## config.mk

```make
export PLATFORM = sky130hd
export DESIGN_NAME = async_batch_queue
export DESIGN_NICKNAME = d
export VERILOG_FILES = /design/src/rtl/abq_pkg.sv /design/src/rtl/abq_store.sv /design/src/rtl/abq_minsel.sv /design/src/rtl/abq_ctrl.sv /design/src/rtl/async_batch_queue.sv
export SDC_FILE = /design/constraint.sdc
export NUM_CORES = 2
export LEC_CHECK = 0
export BUFFER_PORTS_ARGS = -buffer_cell sky130_fd_sc_hd__buf_2
export CELL_PAD_IN_SITES_DETAIL_PLACEMENT = 0
export CELL_PAD_IN_SITES_GLOBAL_PLACEMENT = 1
export CORE_ASPECT_RATIO = 1.4
export CORE_UTILIZATION = 42
export CTS_BUF_LIST = sky130_fd_sc_hd__clkbuf_4
export DETAILED_ROUTE_END_ITERATION = 10
export GPL_ROUTABILITY_DRIVEN = 0
export PLACE_DENSITY = 0.77
export SLEW_MARGIN = 20
export SYNTH_ARGS = -nofsm -noshare
export SYNTH_HDL_FRONTEND = slang
export SYNTH_SLANG_ARGS = --single-unit
```

## constraint.sdc

```tcl
create_clock -name clk -period 39.6 [get_ports clk]
set_input_delay 3.96 -clock clk [delete_from_list [all_inputs] [get_ports clk]]
set_output_delay 3.96 -clock clk [all_outputs]
set_load 0.01 [all_outputs]
```

## src/rtl/abq_pkg.sv

```systemverilog
package abq_pkg;
   localparam int PRIO_W = 3;

   typedef enum logic [1:0] {
      ABQ_IDLE = 2'd0,
      ABQ_SCAN = 2'd1,
      ABQ_EMIT = 2'd2
   } abq_state_e;
endpackage

```

## src/rtl/abq_store.sv

```systemverilog
module abq_store
   import abq_pkg::*;
#(
   parameter int DEPTH  = 16,
   parameter int TAG_W  = 8,
   parameter int TIME_W = 12,
   parameter int SEQ_W  = 16,
   localparam int IDX_W = $clog2(DEPTH)
) (
   input  logic                      clk,
   input  logic                      rst_n,
   input  logic                      wr_en,
   input  logic [PRIO_W-1:0]         wr_prio,
   input  logic [TAG_W-1:0]          wr_tag,
   input  logic [TIME_W-1:0]         wr_time,
   input  logic [SEQ_W-1:0]          wr_seq,
   input  logic                      clr_en,
   input  logic [IDX_W-1:0]          clr_idx,
   output logic [DEPTH-1:0]          occ,
   output logic [DEPTH*PRIO_W-1:0]   prio_flat,
   output logic [DEPTH*TAG_W-1:0]    tag_flat,
   output logic [DEPTH*TIME_W-1:0]   time_flat,
   output logic [DEPTH*SEQ_W-1:0]    seq_flat,
   output logic                      full
);
   logic [IDX_W-1:0] free_idx;

   // lowest-numbered free slot receives the next insert
   always_comb begin
      free_idx = '0;
      for (int i = DEPTH - 1; i >= 0; i--) begin
         if (!occ[i]) free_idx = IDX_W'(i);
      end
   end

   assign full = &occ;

   for (genvar g = 0; g < DEPTH; g++) begin : g_slot
      logic wr_here;
      logic clr_here;
      assign wr_here  = wr_en && !full && (free_idx == IDX_W'(g));
      assign clr_here = clr_en && (clr_idx == IDX_W'(g));

      always_ff @(posedge clk or negedge rst_n) begin
         if (!rst_n) begin
            occ[g]                          <= 1'b0;
            prio_flat[g*PRIO_W +: PRIO_W]   <= '0;
            tag_flat[g*TAG_W +: TAG_W]      <= '0;
            time_flat[g*TIME_W +: TIME_W]   <= '0;
            seq_flat[g*SEQ_W +: SEQ_W]      <= '0;
         end else if (wr_here) begin
            occ[g]                          <= 1'b1;
            prio_flat[g*PRIO_W +: PRIO_W]   <= wr_prio;
            tag_flat[g*TAG_W +: TAG_W]      <= wr_tag;
            time_flat[g*TIME_W +: TIME_W]   <= wr_time;
            seq_flat[g*SEQ_W +: SEQ_W]      <= wr_seq;
         end else if (clr_here) begin
            occ[g]                          <= 1'b0;
         end
      end
   end
endmodule

```

## src/rtl/abq_minsel.sv

```systemverilog
module abq_minsel
   import abq_pkg::*;
#(
   parameter int DEPTH = 16,
   parameter int SEQ_W = 16,
   localparam int IDX_W = $clog2(DEPTH)
) (
   input  logic [DEPTH-1:0]        cand,
   input  logic [DEPTH*PRIO_W-1:0] prio_flat,
   input  logic [DEPTH*SEQ_W-1:0]  seq_flat,
   output logic                    found,
   output logic [IDX_W-1:0]        idx
);
   logic [PRIO_W-1:0] best_p;
   logic [SEQ_W-1:0]  best_s;

   // smallest (priority, insertion number) key among candidates
   always_comb begin
      found  = 1'b0;
      idx    = '0;
      best_p = '0;
      best_s = '0;
      for (int i = 0; i < DEPTH; i++) begin
         if (cand[i] && (!found ||
             (prio_flat[i*PRIO_W +: PRIO_W] < best_p) ||
             ((prio_flat[i*PRIO_W +: PRIO_W] == best_p) &&
              (seq_flat[i*SEQ_W +: SEQ_W] < best_s)))) begin
            found  = 1'b1;
            idx    = IDX_W'(i);
            best_p = prio_flat[i*PRIO_W +: PRIO_W];
            best_s = seq_flat[i*SEQ_W +: SEQ_W];
         end
      end
   end
endmodule

```

## src/rtl/abq_ctrl.sv

```systemverilog
module abq_ctrl
   import abq_pkg::*;
#(
   parameter int DEPTH  = 16,
   parameter int TIME_W = 12,
   parameter int SUM_W  = 16,
   localparam int IDX_W = $clog2(DEPTH),
   localparam int CNT_W = $clog2(DEPTH + 1)
) (
   input  logic              clk,
   input  logic              rst_n,
   input  logic              start,
   input  logic [SUM_W-1:0]  budget,
   input  logic [SUM_W-1:0]  overhead,
   input  logic [DEPTH-1:0]  occ,
   input  logic              sel_found,
   input  logic [IDX_W-1:0]  sel_idx,
   input  logic [TIME_W-1:0] sel_time,
   input  logic [TIME_W-1:0] cur_time,
   input  logic              out_ready,
   output logic [DEPTH-1:0]  cand,
   output logic              busy,
   output logic              emit,
   output logic [IDX_W-1:0]  cur_idx,
   output logic              clr_en,
   output logic              done,
   output logic [CNT_W-1:0]  done_count
);
   abq_state_e       state_q;
   logic [DEPTH-1:0] visited_q;
   logic [SUM_W-1:0] sum_q;
   logic [SUM_W-1:0] budget_q;
   logic [CNT_W-1:0] count_q;
   logic             fits;

   assign cand   = occ & ~visited_q;
   assign busy   = (state_q != ABQ_IDLE);
   assign emit   = (state_q == ABQ_EMIT);
   assign clr_en = emit && out_ready;
   assign fits   = ({1'b0, sum_q} + (SUM_W + 1)'(sel_time)) <= {1'b0, budget_q};

   always_ff @(posedge clk or negedge rst_n) begin
      if (!rst_n) begin
         state_q    <= ABQ_IDLE;
         visited_q  <= '0;
         sum_q      <= '0;
         budget_q   <= '0;
         count_q    <= '0;
         cur_idx    <= '0;
         done       <= 1'b0;
         done_count <= '0;
      end else begin
         done <= 1'b0;
         unique case (state_q)
            ABQ_IDLE: begin
               if (start) begin
                  visited_q <= '0;
                  sum_q     <= overhead;
                  budget_q  <= budget;
                  count_q   <= '0;
                  state_q   <= ABQ_SCAN;
               end
            end
            ABQ_SCAN: begin
               if (!sel_found) begin
                  done       <= 1'b1;
                  done_count <= count_q;
                  state_q    <= ABQ_IDLE;
               end else if (fits) begin
                  cur_idx <= sel_idx;
                  state_q <= ABQ_EMIT;
               end else begin
                  visited_q[sel_idx] <= 1'b1;
               end
            end
            ABQ_EMIT: begin
               if (out_ready) begin
                  sum_q   <= sum_q + SUM_W'(cur_time);
                  count_q <= count_q + 1'b1;
                  state_q <= ABQ_SCAN;
               end
            end
            default: state_q <= ABQ_IDLE;
         endcase
      end
   end
endmodule

```

## src/rtl/async_batch_queue.sv

```systemverilog
module async_batch_queue
   import abq_pkg::*;
#(
   parameter int DEPTH  = 16,
   parameter int TAG_W  = 8,
   parameter int TIME_W = 12,
   parameter int SUM_W  = 16,
   parameter int SEQ_W  = 16,
   localparam int IDX_W = $clog2(DEPTH),
   localparam int CNT_W = $clog2(DEPTH + 1)
) (
   input  logic              clk,
   input  logic              rst_n,
   input  logic              ins_valid,
   input  logic [2:0]        ins_prio,
   input  logic [TAG_W-1:0]  ins_tag,
   input  logic [TIME_W-1:0] ins_time,
   output logic              ins_accept,
   output logic              full,
   input  logic [SUM_W-1:0]  cfg_budget,
   input  logic [SUM_W-1:0]  cfg_overhead,
   input  logic              prep_start,
   output logic              busy,
   output logic              out_valid,
   input  logic              out_ready,
   output logic [2:0]        out_prio,
   output logic [TAG_W-1:0]  out_tag,
   output logic [TIME_W-1:0] out_time,
   output logic [SEQ_W-1:0]  out_seq,
   output logic              done,
   output logic [CNT_W-1:0]  done_count
);
   if (DEPTH < 2) begin : g_bad_depth
      $error("async_batch_queue: DEPTH must be at least 2");
   end
   if (SUM_W < TIME_W) begin : g_bad_sum
      $error("async_batch_queue: SUM_W must not be narrower than TIME_W");
   end
   if (SEQ_W < 2) begin : g_bad_seq
      $error("async_batch_queue: SEQ_W must be at least 2");
   end

   logic [DEPTH-1:0]        occ;
   logic [DEPTH-1:0]        cand;
   logic [DEPTH*PRIO_W-1:0] prio_flat;
   logic [DEPTH*TAG_W-1:0]  tag_flat;
   logic [DEPTH*TIME_W-1:0] time_flat;
   logic [DEPTH*SEQ_W-1:0]  seq_flat;
   logic                    sel_found;
   logic [IDX_W-1:0]        sel_idx;
   logic [IDX_W-1:0]        cur_idx;
   logic                    clr_en;
   logic [SEQ_W-1:0]        seq_q;

   assign ins_accept = ins_valid && !full && !busy;

   always_ff @(posedge clk or negedge rst_n) begin
      if (!rst_n)          seq_q <= '0;
      else if (ins_accept) seq_q <= seq_q + 1'b1;
   end

   abq_store #(
      .DEPTH(DEPTH), .TAG_W(TAG_W), .TIME_W(TIME_W), .SEQ_W(SEQ_W)
   ) u_store (
      .clk(clk), .rst_n(rst_n),
      .wr_en(ins_accept), .wr_prio(ins_prio), .wr_tag(ins_tag),
      .wr_time(ins_time), .wr_seq(seq_q),
      .clr_en(clr_en), .clr_idx(cur_idx),
      .occ(occ), .prio_flat(prio_flat), .tag_flat(tag_flat),
      .time_flat(time_flat), .seq_flat(seq_flat), .full(full)
   );

   abq_minsel #(
      .DEPTH(DEPTH), .SEQ_W(SEQ_W)
   ) u_minsel (
      .cand(cand), .prio_flat(prio_flat), .seq_flat(seq_flat),
      .found(sel_found), .idx(sel_idx)
   );

   abq_ctrl #(
      .DEPTH(DEPTH), .TIME_W(TIME_W), .SUM_W(SUM_W)
   ) u_ctrl (
      .clk(clk), .rst_n(rst_n), .start(prep_start),
      .budget(cfg_budget), .overhead(cfg_overhead),
      .occ(occ), .sel_found(sel_found), .sel_idx(sel_idx),
      .sel_time(time_flat[sel_idx*TIME_W +: TIME_W]),
      .cur_time(time_flat[cur_idx*TIME_W +: TIME_W]),
      .out_ready(out_ready), .cand(cand), .busy(busy), .emit(out_valid),
      .cur_idx(cur_idx), .clr_en(clr_en), .done(done), .done_count(done_count)
   );

   assign out_prio = prio_flat[cur_idx*PRIO_W +: PRIO_W];
   assign out_tag  = tag_flat[cur_idx*TAG_W +: TAG_W];
   assign out_time = time_flat[cur_idx*TIME_W +: TIME_W];
   assign out_seq  = seq_flat[cur_idx*SEQ_W +: SEQ_W];
endmodule

```

==> metrics.md <==
| Metric | Value |
|---|---|
| Beginning of the critical path | `u_ctrl.visited_q[0]` |
| Seq/Total Area, Yosys | `approximately two fifths` |
| Cells after Synth | `~4200` |
| Net count, final | `around 5000` |
| Synth top area share | `a little under 40%` |
| Clk pin slew, worst setup/hold paths | `~0.070 ns` |
| Worst path bufs/invs | `40` |
| Yosys top cell by area | `dfrtp_1` |
| Setup Viol. Count Final | `0` |
| Number of cells on the critical path | `roughly 220` |
| Ys flop type | `dfrtp_1` |
| Initial Util | `about 43%` |
| Largest fanout on the critical path | `15` |
| Slew headroom | `around 27%` |
| Maximum number of pins on one net before global-route repair | `about 110` |
| Clock Skew | `between 0.1 and 0.15 ns` |
| Worst path arrival time | `39.05 ns` |
| WL per Instance | `around 25 um` |
| Worst-case reg-to-reg path depth | `~220` |
| Min-Delay Path Class | `flop to flop` |
| Slew Limit Fails | `0` |
| Clock sinks | `just over 700` |
| Ys Warns | `0` |
| Global route overflow | `0` |
| Most frequent cell after synthesis | `dfrtp_1` |
| Fmax achieved | `0.0263 GHz` |
| CP delay by family, top | `compound AO/OA/AOI/OAI gates` |
| Synth top cells by count | `dfrtp_1 (721), mux2_2 (662), ha_1 (296), nand2_1 (290), inv_1 (251)` |
| CP Launch Type | `flop` |
| Antenna violations before repair | `14` |
| CP Capture Point | `u_ctrl.visited_q[5]` |
| Crit. End Element | `flop` |
| Synth Net Count | `roughly 4600` |
| Antenna Nets Post-Route | `0` |
| Tmin final | `roughly 38 ns` |
| Final hold vios | `0` |
| H-Tree Depth | `4` |
| Max Cap Viol | `0` |
| Number of synthesized flops with an enable pin | `0` |
| Die Ht | `between 300 and 400 um` |
| Hold_ws | `between 0.4 and 0.5 ns` |
| Critical path required time | `40.66 ns` |
| Worst path slowest cell | `nand4_1` |
| Core area | `around 110000 um^2` |
| Worst skew pair latency | `1.23 ns` |
| Clk root buf | `clkbuf_4` |
| Post-synthesis cell area | `around 46000 um^2` |
| FF-to-FF End | `u_ctrl.visited_q[5]` |
| Layout cells sized above 1 | `about 40%` |
| Area Growth Syn to Fin | `16.5%` |
| Clock Path Buffers | `3` |
| Post-synthesis sequential element count | `721` |
| Total CTS buffers | `193` |
| Vias per cell | `just under 6` |
| Ports | `~110` |
| Worst-margin pin slew | `1.09 ns` |
| FF-to-FF setup slack | `roughly 1.6 ns` |
| Area contributors post-synth | `dfrtp_1 (39%), mux2_2 (16%), mux4_2 (9.5%), ha_1 (8.0%), nand2_1 (2.3%)` |
| Final worst-path cycle share | `95.9%` |
| Die width | `around 280 um` |
| Run status | `finished, final reports clean` |
| Global-route wire length before repair | `between 200000 and 250000 um` |
| Syn avg cell area | `between 10 and 15 um^2` |
| CP peak stage delay | `0.53 ns` |
| Post-DP HPWL | `about 110000 um` |
| Reg2reg start | `u_ctrl.visited_q[0]` |
| Setup_tns | `0 ns` |
| Vias in the first global route | `roughly 37000` |
| Async S/R FF share, synth | `100%` |
| Min-Delay Startpoint | `u_ctrl.done_count[4]` |
| Vias | `about 37000` |
| Initial drt markers | `between 2000 and 3000` |
| DRT Wirelength | `~150000 um` |
| Tot GR Track Use | `a little over a quarter` |
| Die ar. | `112000 um^2` |
| TritonCTS clock tree | `done` |
| Port buffer count | `108` |
| Count of cell types in the netlist | `between 100 and 150` |
| DRT Pass-1 Iters | `8` |
| Most used cell, CP | `a21oi_2` |
| Site row count | `143` |
| Crit Path Category | `flop to flop` |
| DRC Markers | `0` |
## worst register-to-register path: cells and delay by family (launching register included)
family          cells  cell delay (ns)
simple gates       56             8.15
fa+ha+maj          18             4.89
buf+inv            40             5.44
compound gates     98            17.43
mux                 5             1.32
flops               1             0.41
xor+xnor            1             0.14
## final cells by class
type / count / area, um^2
Antenna cell: 3 / 7.51
Clock buffer: 273 / 2050
Clock inverter: 50 / 319
Fill cell: 9772 / 54900
Inverter: 254 / 961
Multi-Input combinational cell: 2964 / 27300
Sequential cell: 721 / 18100
Tap cell: 1450 / 1810
Timing Repair Buffer: 462 / 3560
Timing Repair inverter: 1 / 6.26
## flip-flops by register name (all words and copies together), names as in the netlist
register	cells
u_store.tag_flat	128
seq_q	16
u_ctrl.state_q	2
u_store.time_flat	192
u_ctrl.sum_q	16
u_ctrl.cur_idx	4
u_store.seq_flat	256
u_ctrl.visited_q	16
u_ctrl.budget_q	16
u_ctrl.done_count	5
u_ctrl.done	1
u_store.occ	16
u_ctrl.count_q	5
u_store.prio_flat	48
## layout by cell type (no fill, tap or decap), types with 43 or more instances in the layout
cell and count:
dfrtp_1 717, buf_4 318, a21oi_1 172, clkbuf_4 273, mux2i_1 58, mux2_2 661
nand3_1 81, nor2_1 190, a21oi_2 43, a21o_1 60, nand2_1 280, nor2b_1 43
mux4_2 195, o21bai_1 56, nand4_1 51, inv_1 249, buf_2 107, o21ai_0 176
ha_1 285
## how the worst min path moves through the flow
stage	end	slack, ns	depth (start not counted)
6_report	u_ctrl.done_count[4]	0.47	2
3_5_place_dp	u_ctrl.done_count[4]	0.46	2
5_1_grt	u_ctrl.visited_q[14]	0.50	1
4_1_cts	u_ctrl.done_count[4]	0.48	2
3_3_place_gp	u_ctrl.done_count[1]	0.46	2
2_1_floorplan	u_ctrl.budget_q[0]	0.45	2
## metal layers
metal	vias to the layer above	wire length (um)	GRT usage, %
li1	16400	-	-
met5	-	92	0
met1	18600	59500	32.2
met2	1321	75400	44.8
met3	456	10000	5.53
met4	16	8950	15.1
## kinds of logic after synthesis
group	synth area share, %
buffers and inverters	4.51
and+or+nand+nor	9.33
xor gates and xnor gates	0.812
AOI/OAI and AO/OA	11.4
adders and majority gates	8.17
muxes	26.9
DFF	38.9
## per-stage QoR
| step | worst slack [ns] | cell area (um^2) | cells | utilization, % |
|---|---|---|---|---|
| after floorplan | 0.147 | 46400 | 4203 | - |
| after global placement | -0.250 | 50200 | 5798 | 46.1 |
| after detailed placement | -0.806 | 50200 | 5798 | 46.1 |
| after CTS | 0.0221 | 52600 | 6121 | 48.3 |
| after global routing | -0.513 | 54000 | 6178 | 49.6 |
| final | 1.61 | 54000 | 6178 | 49.6 |
## repair_timing
action,CTS,global route
hold buffers,0,0
pin swaps,2,59
gates resized for setup,14,206
hold endpoints to repair,0,0
buffers inserted,0,42
cloned,0,12
endpoints found under the setup margin,22,22
Power is not shown: default switching activity piles up to over one toggle a cycle in this logic, so the estimate is an artifact.
